`src/rtl/i2c_clk_pkg.sv`:
```
package i2c_clk_pkg;

    localparam int CODE_W        = 5;
    localparam int CNT_W         = CODE_W + 2;
    localparam int DATA_BITS     = 8;
    localparam int IDX_W         = 4;

    localparam logic [CODE_W-1:0] STD_MIN_CODE  = CODE_W'(5);
    localparam logic [CODE_W-1:0] FAST_MIN_CODE = CODE_W'(3);
    localparam logic [CODE_W-1:0] SKEW_CODE     = CODE_W'(5);
    localparam logic [CNT_W-1:0]  SKEW_LOW      = CNT_W'(6);
    localparam logic [CNT_W-1:0]  SKEW_HIGH     = CNT_W'(4);

    // control word, MSB first: ack clock, nak, fast, code
    typedef struct packed {
        logic              ack_clk;
        logic              nak;
        logic              fast;
        logic [CODE_W-1:0] code;
    } ctrl_t;

    typedef struct packed {
        logic [CNT_W-1:0] low_len;
        logic [CNT_W-1:0] high_len;
        logic             ok;
    } rate_t;

    function automatic rate_t decode_rate(ctrl_t c);
        rate_t            r;
        logic [CNT_W-1:0] c_ext;
        c_ext = CNT_W'(c.code);
        if (c.fast) begin
            r.ok = (c.code >= FAST_MIN_CODE);
            if (c.code == SKEW_CODE) begin
                r.low_len  = SKEW_LOW;
                r.high_len = SKEW_HIGH;
            end else begin
                r.low_len  = c_ext << 1;
                r.high_len = c_ext << 1;
            end
        end else begin
            r.ok       = (c.code >= STD_MIN_CODE);
            r.low_len  = c_ext << 2;
            r.high_len = c_ext << 2;
        end
        return r;
    endfunction

    // pull-low decision for the ninth clock
    function automatic logic ack_pull(logic rx, logic addr, logic match, logic nak);
        if (!rx || nak) return 1'b0;
        if (addr)       return match;
        return 1'b1;
    endfunction

endpackage

```
`src/rtl/i2c_ctrl_rate.sv`:
```
module i2c_ctrl_rate
    import i2c_clk_pkg::*;
(
    input  logic        clk,
    input  logic        rst,
    input  logic        we,
    input  logic [7:0]  wdata,
    output ctrl_t       ctrl,
    output rate_t       rate
);
    ctrl_t ctrl_q;

    always_ff @(posedge clk) begin
        if (rst)     ctrl_q <= '0;
        else if (we) ctrl_q <= ctrl_t'(wdata);
    end

    assign ctrl = ctrl_q;

    always_comb rate = decode_rate(ctrl_q);

endmodule

```
`src/rtl/i2c_phase_timer.sv`:
```
module i2c_phase_timer
    import i2c_clk_pkg::*;
(
    input  logic             clk,
    input  logic             rst,
    input  logic             run,
    input  logic [CNT_W-1:0] low_len,
    input  logic [CNT_W-1:0] high_len,
    output logic             scl_high,
    output logic             mid_low,
    output logic             mid_high,
    output logic             high_end
);
    logic [CNT_W-1:0] cnt_q;
    logic             high_q;
    logic [CNT_W-1:0] cur_len;

    assign cur_len = high_q ? high_len : low_len;

    always_ff @(posedge clk) begin
        if (rst || !run) begin
            cnt_q  <= '0;
            high_q <= 1'b0;
        end else if (cnt_q == cur_len - CNT_W'(1)) begin
            cnt_q  <= '0;
            high_q <= ~high_q;
        end else begin
            cnt_q  <= cnt_q + CNT_W'(1);
        end
    end

    assign scl_high = high_q;
    assign mid_low  = run && !high_q && (cnt_q == (low_len  >> 1));
    assign mid_high = run &&  high_q && (cnt_q == (high_len >> 1));
    assign high_end = run &&  high_q && (cnt_q == high_len - CNT_W'(1));

    assert_cnt_bound_R3: assert property (@(posedge clk) disable iff (rst)
        run |-> (cnt_q < cur_len));

    assert_phase_flip_R4: assert property (@(posedge clk) disable iff (rst)
        (run && $past(run) && $past(high_end)) |-> !high_q);

endmodule

```
`src/rtl/i2c_byte_seq.sv`:
```
module i2c_byte_seq
    import i2c_clk_pkg::*;
(
    input  logic                 clk,
    input  logic                 rst,
    input  logic                 abort,
    input  logic                 start,
    input  logic                 rate_ok,
    input  ctrl_t                ctrl,
    input  logic [DATA_BITS-1:0] tx_byte,
    input  logic                 rx_mode,
    input  logic                 addr_phase,
    input  logic                 addr_match,
    input  logic                 sda_in,
    input  logic                 scl_high,
    input  logic                 mid_low,
    input  logic                 mid_high,
    input  logic                 high_end,
    output logic                 busy,
    output logic                 sda_oe,
    output logic                 ack_rx,
    output logic                 byte_done
);
    localparam logic [IDX_W-1:0] ACK_IDX  = IDX_W'(DATA_BITS);
    localparam logic [IDX_W-1:0] LAST_DAT = IDX_W'(DATA_BITS - 1);

    logic                 busy_q, sda_q, ack_q, done_q;
    logic                 rx_q, addr_q;
    logic [IDX_W-1:0]     idx_q, last_q;
    logic [DATA_BITS-1:0] sh_q;
    logic                 take;
    logic                 in_ack;

    assign take   = start && !busy_q && rate_ok && !abort;
    assign in_ack = (idx_q == ACK_IDX);

    always_ff @(posedge clk) begin
        if (rst) begin
            busy_q <= 1'b0;
            sda_q  <= 1'b0;
            ack_q  <= 1'b0;
            done_q <= 1'b0;
            rx_q   <= 1'b0;
            addr_q <= 1'b0;
            idx_q  <= '0;
            last_q <= LAST_DAT;
            sh_q   <= '0;
        end else if (abort) begin
            busy_q <= 1'b0;
            sda_q  <= 1'b0;
            done_q <= 1'b0;
            idx_q  <= '0;
        end else begin
            done_q <= 1'b0;
            if (take) begin
                busy_q <= 1'b1;
                idx_q  <= '0;
                last_q <= ctrl.ack_clk ? ACK_IDX : LAST_DAT;
                sh_q   <= tx_byte;
                rx_q   <= rx_mode;
                addr_q <= addr_phase;
            end else if (busy_q) begin
                if (mid_low) begin
                    if (in_ack) sda_q <= ack_pull(rx_q, addr_q, addr_match, ctrl.nak);
                    else        sda_q <= rx_q ? 1'b0 : ~sh_q[DATA_BITS-1];
                end
                if (mid_high && in_ack) ack_q <= sda_in;
                if (high_end) begin
                    if (idx_q == last_q) begin
                        busy_q <= 1'b0;
                        done_q <= 1'b1;
                    end else begin
                        idx_q <= idx_q + IDX_W'(1);
                        sh_q  <= {sh_q[DATA_BITS-2:0], 1'b0};
                    end
                end
            end
        end
    end

    assign busy      = busy_q;
    assign sda_oe    = sda_q;
    assign ack_rx    = ack_q;
    assign byte_done = done_q;

    assert_sda_hold_R6: assert property (@(posedge clk) disable iff (rst)
        (busy_q && scl_high && $past(busy_q && scl_high)) |-> $stable(sda_q));

    assert_done_single_R10: assert property (@(posedge clk) disable iff (rst)
        done_q |=> !done_q);

    assert_done_idle_R10: assert property (@(posedge clk) disable iff (rst)
        done_q |-> !busy_q);

    assert_idx_bound_R5: assert property (@(posedge clk) disable iff (rst)
        busy_q |-> (idx_q <= last_q));

endmodule

```
`src/rtl/i2c_byte_clocker.sv`:
```
module i2c_byte_clocker
    import i2c_clk_pkg::*;
(
    input  logic       clk,
    input  logic       rst,
    input  logic       ctrl_we,
    input  logic [7:0] ctrl_wdata,
    input  logic       start_byte,
    input  logic [7:0] tx_byte,
    input  logic       rx_mode,
    input  logic       addr_phase,
    input  logic       addr_match,
    input  logic       sda_in,
    output logic       scl_oe,
    output logic       sda_oe,
    output logic       ack_rx,
    output logic       byte_done,
    output logic       cfg_err
);
    ctrl_t ctrl;
    rate_t rate;
    logic  busy, scl_high, mid_low, mid_high, high_end;

    i2c_ctrl_rate u_ctrl (
        .clk   (clk),
        .rst   (rst),
        .we    (ctrl_we),
        .wdata (ctrl_wdata),
        .ctrl  (ctrl),
        .rate  (rate)
    );

    i2c_phase_timer u_timer (
        .clk      (clk),
        .rst      (rst),
        .run      (busy),
        .low_len  (rate.low_len),
        .high_len (rate.high_len),
        .scl_high (scl_high),
        .mid_low  (mid_low),
        .mid_high (mid_high),
        .high_end (high_end)
    );

    i2c_byte_seq u_seq (
        .clk        (clk),
        .rst        (rst),
        .abort      (ctrl_we),
        .start      (start_byte),
        .rate_ok    (rate.ok),
        .ctrl       (ctrl),
        .tx_byte    (tx_byte),
        .rx_mode    (rx_mode),
        .addr_phase (addr_phase),
        .addr_match (addr_match),
        .sda_in     (sda_in),
        .scl_high   (scl_high),
        .mid_low    (mid_low),
        .mid_high   (mid_high),
        .high_end   (high_end),
        .busy       (busy),
        .sda_oe     (sda_oe),
        .ack_rx     (ack_rx),
        .byte_done  (byte_done)
    );

    assign scl_oe  = busy && !scl_high;
    assign cfg_err = !rate.ok;

    assert_err_idle_R2: assert property (@(posedge clk) disable iff (rst)
        cfg_err |-> !busy);

    assert_abort_quiet_R11: assert property (@(posedge clk) disable iff (rst)
        ctrl_we |=> (!scl_oe && !byte_done));

endmodule

```
`config.mk`:
```
export PLATFORM = sky130hd
export DESIGN_NAME = i2c_byte_clocker
export DESIGN_NICKNAME = d
export VERILOG_FILES = /design/src/rtl/i2c_clk_pkg.sv /design/src/rtl/i2c_ctrl_rate.sv /design/src/rtl/i2c_phase_timer.sv /design/src/rtl/i2c_byte_seq.sv /design/src/rtl/i2c_byte_clocker.sv
export SDC_FILE = /design/constraint.sdc
export NUM_CORES = 1
export LEC_CHECK = 0
export ABC_AREA = 1
export BUFFER_PORTS_ARGS = -buffer_cell sky130_fd_sc_hd__buf_2
export CAP_MARGIN = 25
export CELL_PAD_IN_SITES_DETAIL_PLACEMENT = 0
export CELL_PAD_IN_SITES_GLOBAL_PLACEMENT = 1
export CORE_AREA = 5 5 89 83
export DETAILED_ROUTE_END_ITERATION = 8
export DIE_AREA = 0 0 94 88
export PLACE_DENSITY = 0.88
export RECOVER_POWER = 25
export SYNTH_ARGS = -nofsm -noshare
export SYNTH_HDL_FRONTEND = slang
export SYNTH_HIERARCHICAL = 1
export SYNTH_SLANG_ARGS = --single-unit
export TNS_END_PERCENT = 10
```
`constraint.sdc`:
```
create_clock -name clk -period 3.4 [get_ports clk]
set_input_delay 0.17 -clock clk [delete_from_list [all_inputs] [get_ports clk]]
set_output_delay 0.17 -clock clk [all_outputs]
set_load 0.01 [all_outputs]
```
# --- After elaboration in Yosys (flattened, before gate mapping) ---
# Index checks and enable logic that the tools add are counted.
classes:
  n_div: 0
  muxes: 34
  bitwise: 7
  n_eq_ne: 8
  multipliers: 0
  n_lt_le_gt_ge: 2
  n_addsub: 4
  n_shift: 0
  reduce_logical: 27
op_table:
  columns: ["operator", "n"]
  rows:
  - ["$mux W8", 4]
  - ["$mux W1", 26]
  - ["$mux W15", 1]
  - ["$eq A7 B6 Y1", 2]
  - ["$eq A7 B7 Y1", 2]
  - ["$sub A7 B1 Y7 const B", 2]
  - ["$mux W13", 1]
  - ["$logic_and A1 B1 Y1", 9]
  - ["$reduce_and A4 Y1", 2]
  - ["$add A7 B1 Y7 const B", 1]
  - ["$mux W7", 1]
  - ["$not A1 Y1", 7]
  - ["$reduce_and A3 Y1", 2]
  - ["$eq A5 B3 Y1 const B", 1]
  - ["$ge A5 B2 Y1 const B", 1]
  - ["$ge A5 B3 Y1 const B", 1]
  - ["$logic_not A1 Y1", 5]
  - ["$reduce_or A5 Y1", 1]
  - ["$add A4 B1 Y4 const B", 1]
  - ["$eq A4 B4 Y1", 1]
  - ["$eq A4 B4 Y1 const B", 1]
  - ["$mux W4", 1]
  - ["$reduce_bool A2 Y1", 2]
  - ["$reduce_or A2 Y1", 2]
  - ["other kinds (4)", 5]
word_totals:
  mem_count: 0
  ram_bits: 0
  latchBits: 0
  out_inout_bits: 5
  reg_bits: 38
  rom_bits: 0
  input_bits: 24
  wordCells: 97

# --- Logic depth before layout (Yosys ltp) ---
# Gate-level depths: netlist of run 1.
logic_depth:
  ltp_word: 20
  depth_mapped: 21
  mapped_depth_nobuf: 21

# --- Hierarchy ---
# Netlist of run 1, hierarchy kept.
by_module_without_submodules:
  columns: ["module", "cells_each", "n_inst", "area_each_um2", "seq_area_each_um2"]
  rows:
  - ["i2c_phase_timer", 218, 1, 1232.4, 160.2]
  - ["i2c_byte_seq", 148, 1, 1062.3, 400.4]
  - ["i2c_ctrl_rate", 67, 1, 465.4, 160.2]
  - ["i2c_byte_clocker", 3, 1, 13.8, 0.0]

# --- Worst setup path after synthesis of run 1 ---
# OpenSTA, ideal clock, no wires.
synth_timing:
  path_kind: "register to register"
  from: "reg u_ctrl.ctrl_q, in the netlist u_ctrl/ctrl[0]"
  to: "reg u_seq.sh_q[2]"
  slack_ps: 1052
  required_time_ps: 3286
  path_buffers: 0
  setup_time_ps: 114
  path_stages_with_launch: 22
  period_less_slack_ps: 2348
  arrival_ps: 2234
  path_cell_list: "dfxtp_1 > nand2_1 > inv_1 > nand3_1 > nand2_1 > inv_1 > inv_1 > ha_1 > nand2_1 > o21ai_0 > a211oi_1 > nand4_1 > nor2_1 > nand2_1 > nor2_1 > nand2_1 > nor2_2 > nand2_4 > nand2_8 > nand2_1 > nand2_1 > nor2_2"
synth_lines:
  columns: ["item", "line_no", "source"]
  rows:
  - ["start: declaration", "i2c_ctrl_rate.sv:11", "ctrl_t ctrl_q;"]
  - ["start signal: assignment", "i2c_ctrl_rate.sv:15", "else if (we) ctrl_q <= ctrl_t'(wdata);"]
  - ["end signal: assignment", "i2c_byte_seq.sv:59", "sh_q <= tx_byte;"]
  - ["end signal: assignment", "i2c_byte_seq.sv:74", "sh_q <= {sh_q[DATA_BITS-2:0], 1'b0};"]
  - ["end: declaration", "i2c_byte_seq.sv:30", "logic [DATA_BITS-1:0] sh_q;"]

==> summary.md, run 1 <==
| Metric | Value |
|---|---|
| Slowest-stage cell, CP | `dfxtp_1` |
| MaxCap Viol Count | `0` |
| Combinational fraction of design power | `21.0%` |
| Netlist cell types | `42` |
| Final slew viol count | `0` |
| Hold endpoint | `u_seq/ack_rx$_SDFFE_PP0P_` |
| Share of layout cells above drive strength 1 | `14.44%` |
| Vias | `2622` |
| Worst Min Path Start | `sda_in` |
| Clock Power Share | `36.3%` |
| Static Leakage | `1.388 nW` |
| Cells after Synth | `436` |
| Asr flop ratio synth | `0%` |
| Layout area overhead | `8.254%` |
| R2R Path Start | `u_ctrl/ctrl[0]$_SDFFE_PP0P_` |
| Synth Cell Area | `2774 µm²` |
| Max VDD drop | `0.1556 mV` |
| Internal power | `736.1 µW` |
| Endpoint type of the worst setup path | `register` |
| Register-to-Register Setup Slack | `0.72 ns` |
| Top_reg_cell synth | `dfxtp_1` |
| Post-synthesis sequential area ratio | `25.98%` |
| Drt via density | `4.793` |
| Min Clock Period, post-route | `2.681 ns` |
| Post-synth EDFFs | `0` |
| Initial Utilization | `43.50%` |
| FF+latch count, synth | `36` |
| Endpoints failing hold | `0` |
| Congestion Overflow GR | `0` |
| Crit path max fanout | `10` |
| Port Buffer Count | `28` |
| RSZ-0062 raised after global routing | `no` |
| Startpoint Class | `register` |
| Critical path class | `register to register` |
| Setup TNS | `0 ns` |
| Number of global-route vias before repair | `2434` |
| TritonCTS clock tree | `yes` |
| Worst path cell trace | `nand2_1 > inv_1 > nand3_1 > nand2_1 > inv_1 > inv_1 > ha_1 > nand2_1 > o21ai_0 > a211oi_1 > nand4_1 > nor2_1 > nand2_1 > nor2_1 > nand2_1 > nor2_2 > nand2_4 > nand2_8 > nand2_1 > nand2_1 > nor2_2` |
| Final Non-Filler Cells | `547` |
| Worst r2r path cells | `21` |
| Worst Slack Setup Final | `0.7191 ns` |
| Multi-input gate area | `1660 µm²` |
| Die extent in x | `94 µm` |
| Maximum clock path buffer count | `2` |
| Ports | `29` |
| Largest net degree at the start of global routing | `18` |
| Antenna-violating nets left | `0` |
| Tcrit/Tclk final | `78.85%` |
| Top cell type's share of synthesized area | `25.98%` |
| Final #Nets | `485` |
| Worst slew margin | `62.32%` |
| Total net switching power | `311.3 µW` |
| # rows | `28` |
| Die Span Y | `88 µm` |
| Hold_buf cts | `0` |
| Routed length per instance | `11.58 µm` |
| Fmax | `0.3730 GHz` |
| Reg-to-reg critical path endpoint | `u_seq/sh_q[4]$_SDFFE_PP0P_` |
| Pwr dens | `348.8 nW/µm²` |
| Initial antenna violation count | `0` |
| Root Driver | `clkbuf_8` |
| Top cell type by total area after synthesis | `dfxtp_1` |
| Total GRT Usage | `16.35%` |
| Fillers | `708` |
| Flop pwr share | `42.7%` |
| Worst-margin pin slew | `0.5634 ns` |
| Hold Crit Class | `input pin to register` |
| # diodes | `0` |
| DP Worst Slack | `0.7380 ns` |
| Total setup buffers inserted after CTS | `0` |
| Final HPWL DP | `4.918 mm` |
| Clock transition at path regs | `0.08 ns` |
| Gates resized, CTS repair | `0` |
| Detailed-route DRC error count | `0` |
| Detailed Route WL | `6.335 mm` |
| Clock latency on the worst-skew pair | `0.30 ns` |
| Max incr delay on CP | `0.38 ns` |
| Mean Syn Cell Area | `6.362 µm²` |
| Final Skew | `0.007969 ns` |
| Switch share | `29.72%` |
| Arr. time, crit path | `2.88 ns` |
| Run status | `finished, final reports clean` |
| Most used cell, CP | `nand2_1` |
| Worst path required time | `3.60 ns` |
| CTS Buf Count | `5` |
| Die area | `8272 µm²` |
| Gpl congestion | `0.8465` |
| Synthesis warning total | `6` |
| # clock sinks | `36` |
| Largest cells by area after synthesis | `dfxtp_1 26%, nand2_1 17%, inv_1 7.6%, nor2_1 6.4%, nand3_1 5.6%` |
| Hold path cells | `3` |
| Setup-failing EPs final | `0` |
| Placed Cells | `539` |
| TritonRoute pass-1 iters | `4` |
| Seq. cell area | `720.7 µm²` |
| H-tree Lvls | `2` |
| Synth top cells by count | `127 x nand2_1, 56 x inv_1, 47 x nor2_1, 36 x dfxtp_1, 31 x nand3_1` |
| Core Region | `6376 µm²` |
| DRT iter0 DRCs | `131` |
| Top-count cell post-synth | `nand2_1` |
| First-pass GRT wire length | `10.94 mm` |
-- worst max path at each step --
stage | cells past startpoint | to | startpoint
after floorplan | 21 | u_seq/sh_q[2]$_SDFFE_PP0P_ | u_ctrl/ctrl[0]$_SDFFE_PP0P_
after global placement | 20 | u_seq/sh_q[4]$_SDFFE_PP0P_ | u_ctrl/ctrl[3]$_SDFFE_PP0P_
after CTS | 21 | u_seq/sh_q[6]$_SDFFE_PP0P_ | u_ctrl/ctrl[0]$_SDFFE_PP0P_
after detailed placement | 21 | u_seq/sh_q[6]$_SDFFE_PP0P_ | u_ctrl/ctrl[0]$_SDFFE_PP0P_
after global routing | 21 | u_seq/sh_q[4]$_SDFFE_PP0P_ | u_ctrl/ctrl[0]$_SDFFE_PP0P_
final | 21 | u_seq/sh_q[4]$_SDFFE_PP0P_ | u_ctrl/ctrl[0]$_SDFFE_PP0P_
-- layout by cell type (no fill, tap or decap), types with 2 or more instances in the layout --
| cell | n |
|---|---|
| nand4_1 | 6 |
| buf_4 | 4 |
| o21ai_0 | 10 |
| a21oi_1 | 16 |
| o21ai_1 | 2 |
| o211ai_1 | 3 |
| ha_1 | 5 |
| buf_2 | 26 |
| inv_4 | 2 |
| nand3b_1 | 3 |
| clkbuf_8 | 5 |
| nor2_2 | 8 |
| nand2_1 | 127 |
| inv_2 | 2 |
| nor3_1 | 7 |
| o22ai_1 | 4 |
| xor2_1 | 15 |
| clkbuf_1 | 3 |
| nand2_4 | 4 |
| nand3_2 | 2 |
| nand2_2 | 4 |
| a211oi_1 | 6 |
| inv_1 | 56 |
| nor2_1 | 47 |
| xnor2_1 | 5 |
| nand3_1 | 31 |
| conb_1 | 2 |
| dfxtp_1 | 36 |
-- critical path, delay by kind of cell (launching register included) --
kind / cells / cell delay (ns)
simple gates: 15 / 1.43
flops: 1 / 0.38
buf+inv: 3 / 0.20
compound gates: 2 / 0.31
fa+ha+maj: 1 / 0.24
-- final cells by class --
type | count | share of cell area [%]
clock inverters | 2 | 1.167
inverters | 61 | 7.792
well taps | 90 | 3.750
repair buffers | 32 | 5.583
clock buffers | 6 | 2.417
multi-input cells | 320 | 55.29
flip-flops and latches | 36 | 24.00
-- through the flow --
step	utilization [%]	area, µm²	power, mW	hold WS [ns]
5_1_grt	47.10	3003	1.104	0.1281
6_report	47.10	3003	1.047	0.1204
3_3_place_gp	45.76	2918	0.6762	0.4168
2_1_floorplan	-	2778	0.6356	0.2391
4_1_cts	47.45	3025	1.060	0.1083
3_5_place_dp	45.76	2918	0.6786	0.4178
-- registers in the layout, indices dropped and copies added (netlist names) --
| register | flops |
|---|---|
| u_timer/cnt_q | 7 |
| u_seq/addr_q | 1 |
| u_seq/busy | 1 |
| u_ctrl/ctrl | 8 |
| u_seq/rx_q | 1 |
| u_seq/sda_oe | 1 |
| u_seq/byte_done | 1 |
| u_seq/last_q | 2 |
| u_seq/idx_q | 4 |
| u_seq/ack_rx | 1 |
| u_seq/sh_q | 8 |
| u_timer/scl_high | 1 |
-- power by group through the flow --
stage                     combinational [mW]  clock (mW)  sequential [mW]
after floorplan                        0.181           0            0.454
after global placement                 0.220           0            0.457
after detailed placement               0.221           0            0.457
after CTS                              0.222       0.390            0.448
after global routing                   0.253       0.402            0.450
final                                  0.220       0.380            0.448
-- kinds of logic (layout without fill, tap and decap cells) --
group	count (synthesis)	count (layout)	synth area share, %
and+or+nand+nor	246	246	40.28
buffers and inverters	81	101	13.58
AOI/OAI and AO/OA	46	46	10.87
DFF	36	36	25.98
xor gates and xnor gates	21	21	6.901
adders and majority gates	5	5	2.255
other	1	2	0.1352
-- layer usage --
layer	vias to the layer above	routed length [µm]	share of wire (%)	global-route usage [%]
met4	0	81	1.3	5.512
li1	1400	-	-	-
met5	-	0	0	0
met2	59	2744	43	26.18
met1	1154	3199	50	22.20
met3	9	310	4.9	3.007
Power figures use the tool's default switching activity.
==> run 2, diff against run 1 <==
Settings changed: ABC_AREA 1 to 0, CORE_AREA 5 5 89 83 to 5 5 86 80, DIE_AREA 0 0 94 88 to 0 0 91 85, PLACE_DENSITY 0.88 to 0.82.
Clock period 3.4 ns to 2.78 ns, I/O delays scaled along.
==> run 2 against run 1 <==
The flow now finishes with violations (negative setup slack). Clock power is 2% higher. Register-to-register slack worse by 0.72 ns. Core utilization is 3.4 points higher. Sequential power is 20% higher. Die area is 6.5% lower. Global-route usage is 1.2 points lower. Synthesized cell count is 32% lower. Combinational power is 9.5% higher. Worst setup slack worse by 0.72 ns. Synthesized area is 9.3% lower. Non-clock buffer count is 23 higher. Clock-buffer cell count is 1 lower. Critical path type unchanged. Largest power group unchanged.
==> summary.md, run 2 <==
| Metric | Value |
|---|---|
| Largest cells by area after synthesis | `dfxtp_1 29%, xnor2_1 6.6%, xor2_1 6.3%, mux2i_1 6.0%, nor2_1 5.8%` |
| Final HPWL DP | `4.218 mm (-14%)` |
| Asr flop ratio synth | `0% (unchanged)` |
| Number of global-route vias before repair | `2109 (-13%)` |
| Max VDD drop | `0.2186 mV (+41%)` |
| Top cell type by total area after synthesis | `dfxtp_1` |
| Dpl cell area | `2788 µm² (-4.5%)` |
| Placed Cells | `397 (-26%)` |
| First-pass GRT wire length | `9.860 mm (-9.8%)` |
| Tcrit/Tclk final | `100.2% (+21 points)` |
| Hold Crit Class | `input pin to register` |
| Post-synthesis mux area share | `8.010% (+8.0 points)` |
| Reg-to-reg critical path endpoint | `u_seq/sh_q[4]$_SDFFE_PP0P_` |
| CP top delay family | `compound AO/OA/AOI/OAI gates` |
| FF+latch count, synth | `36 (unchanged)` |
| Detailed-route DRC error count | `0 (unchanged)` |
| Max incr delay on CP | `0.39 ns (about the same)` |
| Post-synthesis sequential area ratio | `28.66% (+2.7 points)` |
| Worst Setup EP | `u_seq/sh_q[4]$_SDFFE_PP0P_` |
| Netlist cell types | `60 (+43%)` |
| Initial antenna violation count | `0 (unchanged)` |
| # clock sinks | `36 (unchanged)` |
| Synth top cells by count | `39 x nor2_1, 36 x dfxtp_1, 19 x xnor2_1, 18 x xor2_1, 16 x nand2_1` |
| DRT iter0 DRCs | `135 (+3.1%)` |
| Levels on crit path | `14 (-33%)` |
| # diodes | `0 (unchanged)` |
| Detailed Route WL | `5.751 mm (-9.2%)` |
| Worst Setup SP | `u_ctrl/ctrl[4]$_SDFFE_PP0P_` |
| Final slew viol count | `0 (unchanged)` |
| Port Buffer Count | `28 (unchanged)` |
| # rows | `27 (-3.6%)` |
| Die extent in x | `91 µm (-3.2%)` |
| Endpoint type of the worst setup path | `register` |
| Util after Layout | `50.54% (+3.4 points)` |
| Adder-Cell Fraction of Synth Area | `2.488% (+0.23 points)` |
| Complex-gate fraction of the synthesized area | `15.92% (+5.0 points)` |
| Worst-margin pin slew | `0.5728 ns (+0.009434 ns)` |
| Routed length per instance | `14.17 µm (+22%)` |
| Slowest-stage cell, CP | `or3b_4` |
| Layout area overhead | `18.81%` |
| Mean Syn Cell Area | `8.468 µm² (+33%)` |
| Pwr dens | `389.9 nW/µm² (+12%)` |
| Run status | `complete, but fails checks` |
| TritonCTS clock tree | `yes` |
| Vias | `2159 (-18%)` |
| Maximum clock path buffer count | `2 (unchanged)` |
| Register-to-Register Setup Slack | `-0.006 ns (-0.72 ns)` |
| Final #Nets | `362 (-25%)` |
| Clock transition at path regs | `0.08 ns (about the same)` |
| RSZ-0062 raised after global routing | `yes` |
| Violated checks | `negative setup slack` |
| Largest net degree at the start of global routing | `26 (+8)` |
| Drt via density | `5.318 (+11%)` |
| Setup-failing EPs final | `1 (+1)` |
| Fillers | `560 (-21%)` |
| R2R Path Start | `u_ctrl/ctrl[4]$_SDFFE_PP0P_` |
| DP Worst Slack | `-0.1922 ns (-0.9303 ns)` |
| Die Span Y | `85 µm (-3.4%)` |
| Setup TNS | `-0.005544 ns (-0.005544 ns)` |
| Worst path required time | `3.02 ns (-0.58 ns)` |
| Most common cell after layout, fill and taps aside | `nor2_1` |
| Gpl congestion | `0.8467 (about the same)` |
| Post-synth EDFFs | `0 (unchanged)` |
| Startpoint Class | `register` |
| Antenna-violating nets left | `0 (unchanged)` |
| Congestion Overflow GR | `0 (unchanged)` |
| Synth Cell Area | `2515 µm² (-9.3%)` |
| MaxCap Viol Count | `0 (unchanged)` |
| Top-count cell post-synth | `nor2_1` |
| Most used cell, CP | `buf_6` |
| Crit path max fanout | `7 (-3)` |
| Final Non-Filler Cells | `406 (-26%)` |
| Leading cell types in the layout, fill and taps excluded | `38 x nor2_1, 32 x dfxtp_1, 28 x buf_2, 22 x buf_4` |
| Worst slew margin | `61.41% (-0.91 points)` |
| Static Leakage | `1.168 nW (-16%)` |
| Main combinational cell family by area after synthesis | `simple AND/OR/NAND/NOR gates` |
| Worst path cell trace | `or3b_4 > o21a_1 > inv_2 > ha_4 > buf_6 > xnor2_2 > a31o_2 > a22oi_2 > o21ai_1 > and3_1 > nand2_2 > buf_6 > o31ai_4 > o221a_1` |
| Multi-input gate area | `1684 µm² (+1.4%)` |
| Critical path class | `register to register` |
| Die area | `7735 µm² (-6.5%)` |
| Cells after Synth | `297 (-32%)` |
| Final Skew | `0.007353 ns (-0.0006156 ns)` |
| Crit path buf inv count | `3 (unchanged)` |
| TritonRoute pass-1 iters | `4 (unchanged)` |
| Endpoints failing hold | `0 (unchanged)` |
| Core Region | `5912 µm² (-7.3%)` |
| Total GRT Usage | `15.13% (-1.2 points)` |
| Seq. cell area | `725.7 µm² (+0.69%)` |
| Min Clock Period, post-route | `2.786 ns (+0.1047 ns)` |
| Synthesis warning total | `6 (unchanged)` |
| Share of layout cells above drive strength 1 | `29.94% (+15 points)` |
| Top_reg_cell synth | `dfxtp_1` |
| CTS Buf Count | `5 (unchanged)` |
| Design area | `2988 µm² (-0.50%)` |
| Worst r2r path cells | `14 (-33%)` |
| Top cell type's share of synthesized area | `28.66% (+2.7 points)` |
| Fmax | `0.3590 GHz (-3.8%)` |
| Worst Slack Setup Final | `-0.005544 ns (-0.7247 ns)` |
| Synth Area in Simple Gates | `23.28% (-17 points)` |
| Root Driver | `clkbuf_8` |
| Arr. time, crit path | `3.03 ns (+0.15 ns)` |
| Initial Utilization | `42.54% (-0.97 points)` |
| H-tree Lvls | `2 (unchanged)` |
| Synth Area in XOR/XNOR | `13.53% (+6.6 points)` |
| Ports | `29 (unchanged)` |
| Clock latency on the worst-skew pair | `0.29 ns (about the same)` |
-- run 2: how the worst min path moves through the flow --
stage | start | end | cells past startpoint
finish | addr_phase | u_seq/addr_q$_SDFFE_PP0P_ | 3
global route | addr_phase | u_seq/addr_q$_SDFFE_PP0P_ | 3
CTS | addr_phase | u_seq/addr_q$_SDFFE_PP0P_ | 3
detailed placement | ctrl_wdata[0] | u_ctrl/ctrl[0]$_SDFFE_PP0P_ | 3
global placement | ctrl_wdata[1] | u_ctrl/ctrl[1]$_SDFFE_PP0P_ | 3
floorplan | ctrl_we | u_seq/sda_oe$_SDFFE_PP0P_ | 1
-- run 2: what timing repair did --
action                     in CTS  in global routing
setup endpoints to repair      14                 22
pin swaps                       5                 14
setup buffers                   0                  1
hold buffers                    0                  0
gates resized for setup        12                 15
-- run 2: metrics by stage --
step                      hold WS [ns]  total power [mW]
after detailed placement        0.3807            0.7696
final                          0.07429             1.165
after global placement          0.3788            0.7655
after CTS                      0.06567             1.165
after global routing           0.08263             1.224
after floorplan                 0.2175            0.7090
-- run 2: cell families after synthesis --
group	Yosys count
AND/OR/NAND/NOR	111
AO/OA/AOI/OAI	51
XOR/XNOR	38
flip-flops	36
buffers and inverters	36
multiplexers	19
adder cells (fa/ha/maj)	5
other	1
-- run 2: report_power, final --
| part | internal (mW) | switching (mW) |
|---|---|---|
| clock | 0.177 | 0.209 |
| sequential | 0.530 | 0.00831 |
| combinational | 0.115 | 0.125 |
| total | 0.822 | 0.343 |
-- run 2: layout make-up --
type                    instances  area share, %
well taps                      72          3.015
clock inverters                 3         0.7956
flip-flops and latches         36          24.29
multi-input cells             226          56.37
inverters                       9          1.131
clock buffers                   5          2.303
repair buffers                 55          12.10
-- run 2: metal layers --
layer | routed length, µm | track usage (%) | vias to the layer above
met4 | 56 | 3.333 | 0
li1 | - | - | 1104
met1 | 2817 | 20.63 | 1006
met2 | 2564 | 24.44 | 44
met3 | 312 | 3.369 | 5
met5 | 0 | 0 | -
-- run 2: worst min-delay path: cells and delay by family --
| family | cells | cell delay [ns] |
|---|---|---|
| buffers and inverters | 1 | 0.09 |
| AO/OA/AOI/OAI | 1 | 0.05 |
| AND/OR/NAND/NOR | 1 | 0.04 |
==> run 3, diff against run 2 <==
Settings changed: BUFFER_PORTS_ARGS -buffer_cell sky130_fd_sc_hd__buf_2 to default, CORE_AREA 5 5 86 80 to 2 2 80 74, DIE_AREA 0 0 91 85 to 0 0 82 76, DONT_BUFFER_PORTS from default to 1.
==> run 3 against run 2 <==
Sequential share of layout area down 0.78 points. Clock power grew 23%. The flow now finishes without violations. First-iteration DRC count is 33% lower. Total power rose by 7.9%. Largest power group unchanged. Via count up 0.14%. Sequential cell count stayed put.
==> summary.md, run 3 (same netlist as run 2, synthesis figures left out) <==
| Metric | Value |
|---|---|
| Tcrit/Tclk final | `99.07% (-1.1 points)` |
| Worst-margin pin slew | `0.6160 ns (+0.04322 ns)` |
| Worst Setup SP | `u_ctrl/ctrl[4]$_SDFFE_PP0P_` |
| Detailed-route DRC error count | `0 (unchanged)` |
| MaxCap Viol Count | `0 (unchanged)` |
| Hold Crit Class | `input pin to register` |
| RSZ-0062 raised after global routing | `yes` |
| Worst Min Path Start | `rst` |
| Endpoints failing hold | `0 (unchanged)` |
| Port Buffer Count | `0 (-100%)` |
| Layout area overhead | `22.34%` |
| Initial Utilization | `46.02% (+3.5 points)` |
| Vias | `2162 (+0.14%)` |
| Ports | `29 (unchanged)` |
| Endpoint type of the worst setup path | `register` |
| Total power | `1.256 mW (+7.9%)` |
| # clock sinks | `36 (unchanged)` |
| Crit path max fanout | `7 (unchanged)` |
| Number of global-route vias before repair | `1969 (-6.6%)` |
| # diodes | `0 (unchanged)` |
| Critical path class | `register to register` |
| Maximum clock path buffer count | `2 (unchanged)` |
| # rows | `26 (-3.7%)` |
| Die area | `6232 µm² (-19%)` |
| Fmax | `0.3631 GHz (+1.1%)` |
| Congestion Overflow GR | `0 (unchanged)` |
| Clock latency on the worst-skew pair | `0.29 ns (about the same)` |
| Gpl congestion | `0.8148 (-3.8%)` |
| Fillers | `509 (-9.1%)` |
| Static Leakage | `1.149 nW (-1.6%)` |
| Arr. time, crit path | `2.95 ns (-0.08 ns)` |
| Worst path required time | `2.97 ns (-0.05 ns)` |
| First-pass GRT wire length | `9.894 mm (+0.34%)` |
| Drt via density | `5.487 (+3.2%)` |
| Final slew viol count | `0 (unchanged)` |
| H-tree Lvls | `2 (unchanged)` |
| CTS Buf Count | `5 (unchanged)` |
| Core Region | `5465 µm² (-7.6%)` |
| TritonCTS clock tree | `yes` |
| Min Clock Period, post-route | `2.754 ns (-0.03127 ns)` |
| Setup-failing EPs final | `0 (-1)` |
| Util after Layout | `56.30% (+5.8 points)` |
| TritonRoute pass-1 iters | `4 (unchanged)` |
| Clock transition at path regs | `0.08 ns (about the same)` |
| Share of layout cells above drive strength 1 | `23.46% (-6.5 points)` |
| Final Skew | `0.006985 ns (-0.0003683 ns)` |
| R2R Path Start | `u_ctrl/ctrl[4]$_SDFFE_PP0P_` |
| Initial antenna violation count | `0 (unchanged)` |
| Startpoint Class | `register` |
| Pwr dens | `408.3 nW/µm² (+4.7%)` |
| Largest net degree at the start of global routing | `16 (-38%)` |
| Final HPWL DP | `3.955 mm (-6.2%)` |
| Final #Nets | `352 (-2.8%)` |
| Die Span Y | `76 µm (-11%)` |
| Detailed Route WL | `5.967 mm (+3.8%)` |
| Worst slew margin | `58.79% (-2.6 points)` |
| Root Driver | `clkbuf_8` |
| Most common cell after layout, fill and taps aside | `nor2_1` |
| Leading cell types in the layout, fill and taps excluded | `38 x nor2_1, 34 x dfxtp_1, 26 x buf_4, 18 x xor2_1, 17 x xnor2_1` |
| Max VDD drop | `0.3598 mV (+65%)` |
| Run status | `finished, final reports clean` |
| Routed length per instance | `15.14 µm (+6.9%)` |
| Antenna-violating nets left | `0 (unchanged)` |
| Total GRT Usage | `20.48% (+5.4 points)` |
| DRT iter0 DRCs | `90 (-33%)` |
| Die extent in x | `82 µm (-9.9%)` |
==> run 3: cell count changes in the layout (fill, tap and decap cells not counted), sizes merged <==
cell / delta
buf: -25
bufinv: +1
clkinvlp: -1
dlygate4sd3: +15
==> run 3: final timing paths <==
path | to | slack (ns) | depth (start not counted)
worst max-delay path | u_seq/sh_q[1]$_SDFFE_PP0P_ | 0.03 | 14
worst min-delay path | u_seq/sh_q[6]$_SDFFE_PP0P_ | 0.01 | 2
worst max register to register | u_seq/sh_q[1]$_SDFFE_PP0P_ | 0.03 | 14
worst min register to register | u_seq/addr_q$_SDFFE_PP0P_ | 0.47 | 2
==> run 3: area by class of cell <==
cell class,count,area [µm²],share of cell area [%]
Tap cell,70,87.58,2.847
Multi-Input combinational cell,226,1722,55.96
Inverter,9,33.78,1.098
Timing Repair Buffer,45,399.1,12.97
Clock buffer,5,68.82,2.237
Sequential cell,36,723.2,23.51
Clock inverter,3,42.54,1.383
==> run 3: repair_timing <==
action                                 CTS  global route
pin swaps                                5             5
hold buffers                            14             1
setup endpoints to repair               10            22
setup buffers                            0             7
endpoints found under the hold margin   15             2
gates resized for setup                  9            19
==> run 3: power by group <==
group          total, mW  switching, mW  internal [mW]
Clock              0.473          0.207          0.266
Combinational      0.246          0.126          0.120
Sequential         0.537        0.00817          0.529
Total               1.26          0.341          0.915
==> run 3: routing by layer <==
layer	global-route usage (%)	share of wire [%]	vias up
met1	30.98	49	1021
met4	6.500	1.3	0
li1	-	-	1085
met3	4.028	4.8	7
met5	0	0	-
met2	28.94	45	49
==> run 3: stage by stage <==
stage	std cells	hold slack (ns)	setup TNS (ns)	setup slack (ns)	instance area, µm²
6_report	394	0.01020	0	0.02573	3077
5_1_grt	394	0.009523	-1.284	-0.1371	3077
4_1_cts	387	0.001885	0	0.009326	2908
3_5_place_dp	365	0.2134	-0.9321	-0.1071	2630
3_3_place_gp	365	0.2133	-0.5494	-0.07257	2630
2_1_floorplan	298	0.2175	-0.4112	-0.04940	2539
==> run 3: worst max-delay path, stage by stage (launching register included) <==
cell      delay (ns)
dfxtp_2         0.32
or3b_1          0.39
o21a_1          0.22
inv_2           0.07
ha_4            0.14
buf_6           0.11
nor3_1          0.04
mux2_2          0.27
a221oi_2        0.25
o21ai_1         0.08
and3_1          0.21
nand2_2         0.08
buf_6           0.12
o31ai_4         0.08
o221a_1         0.25
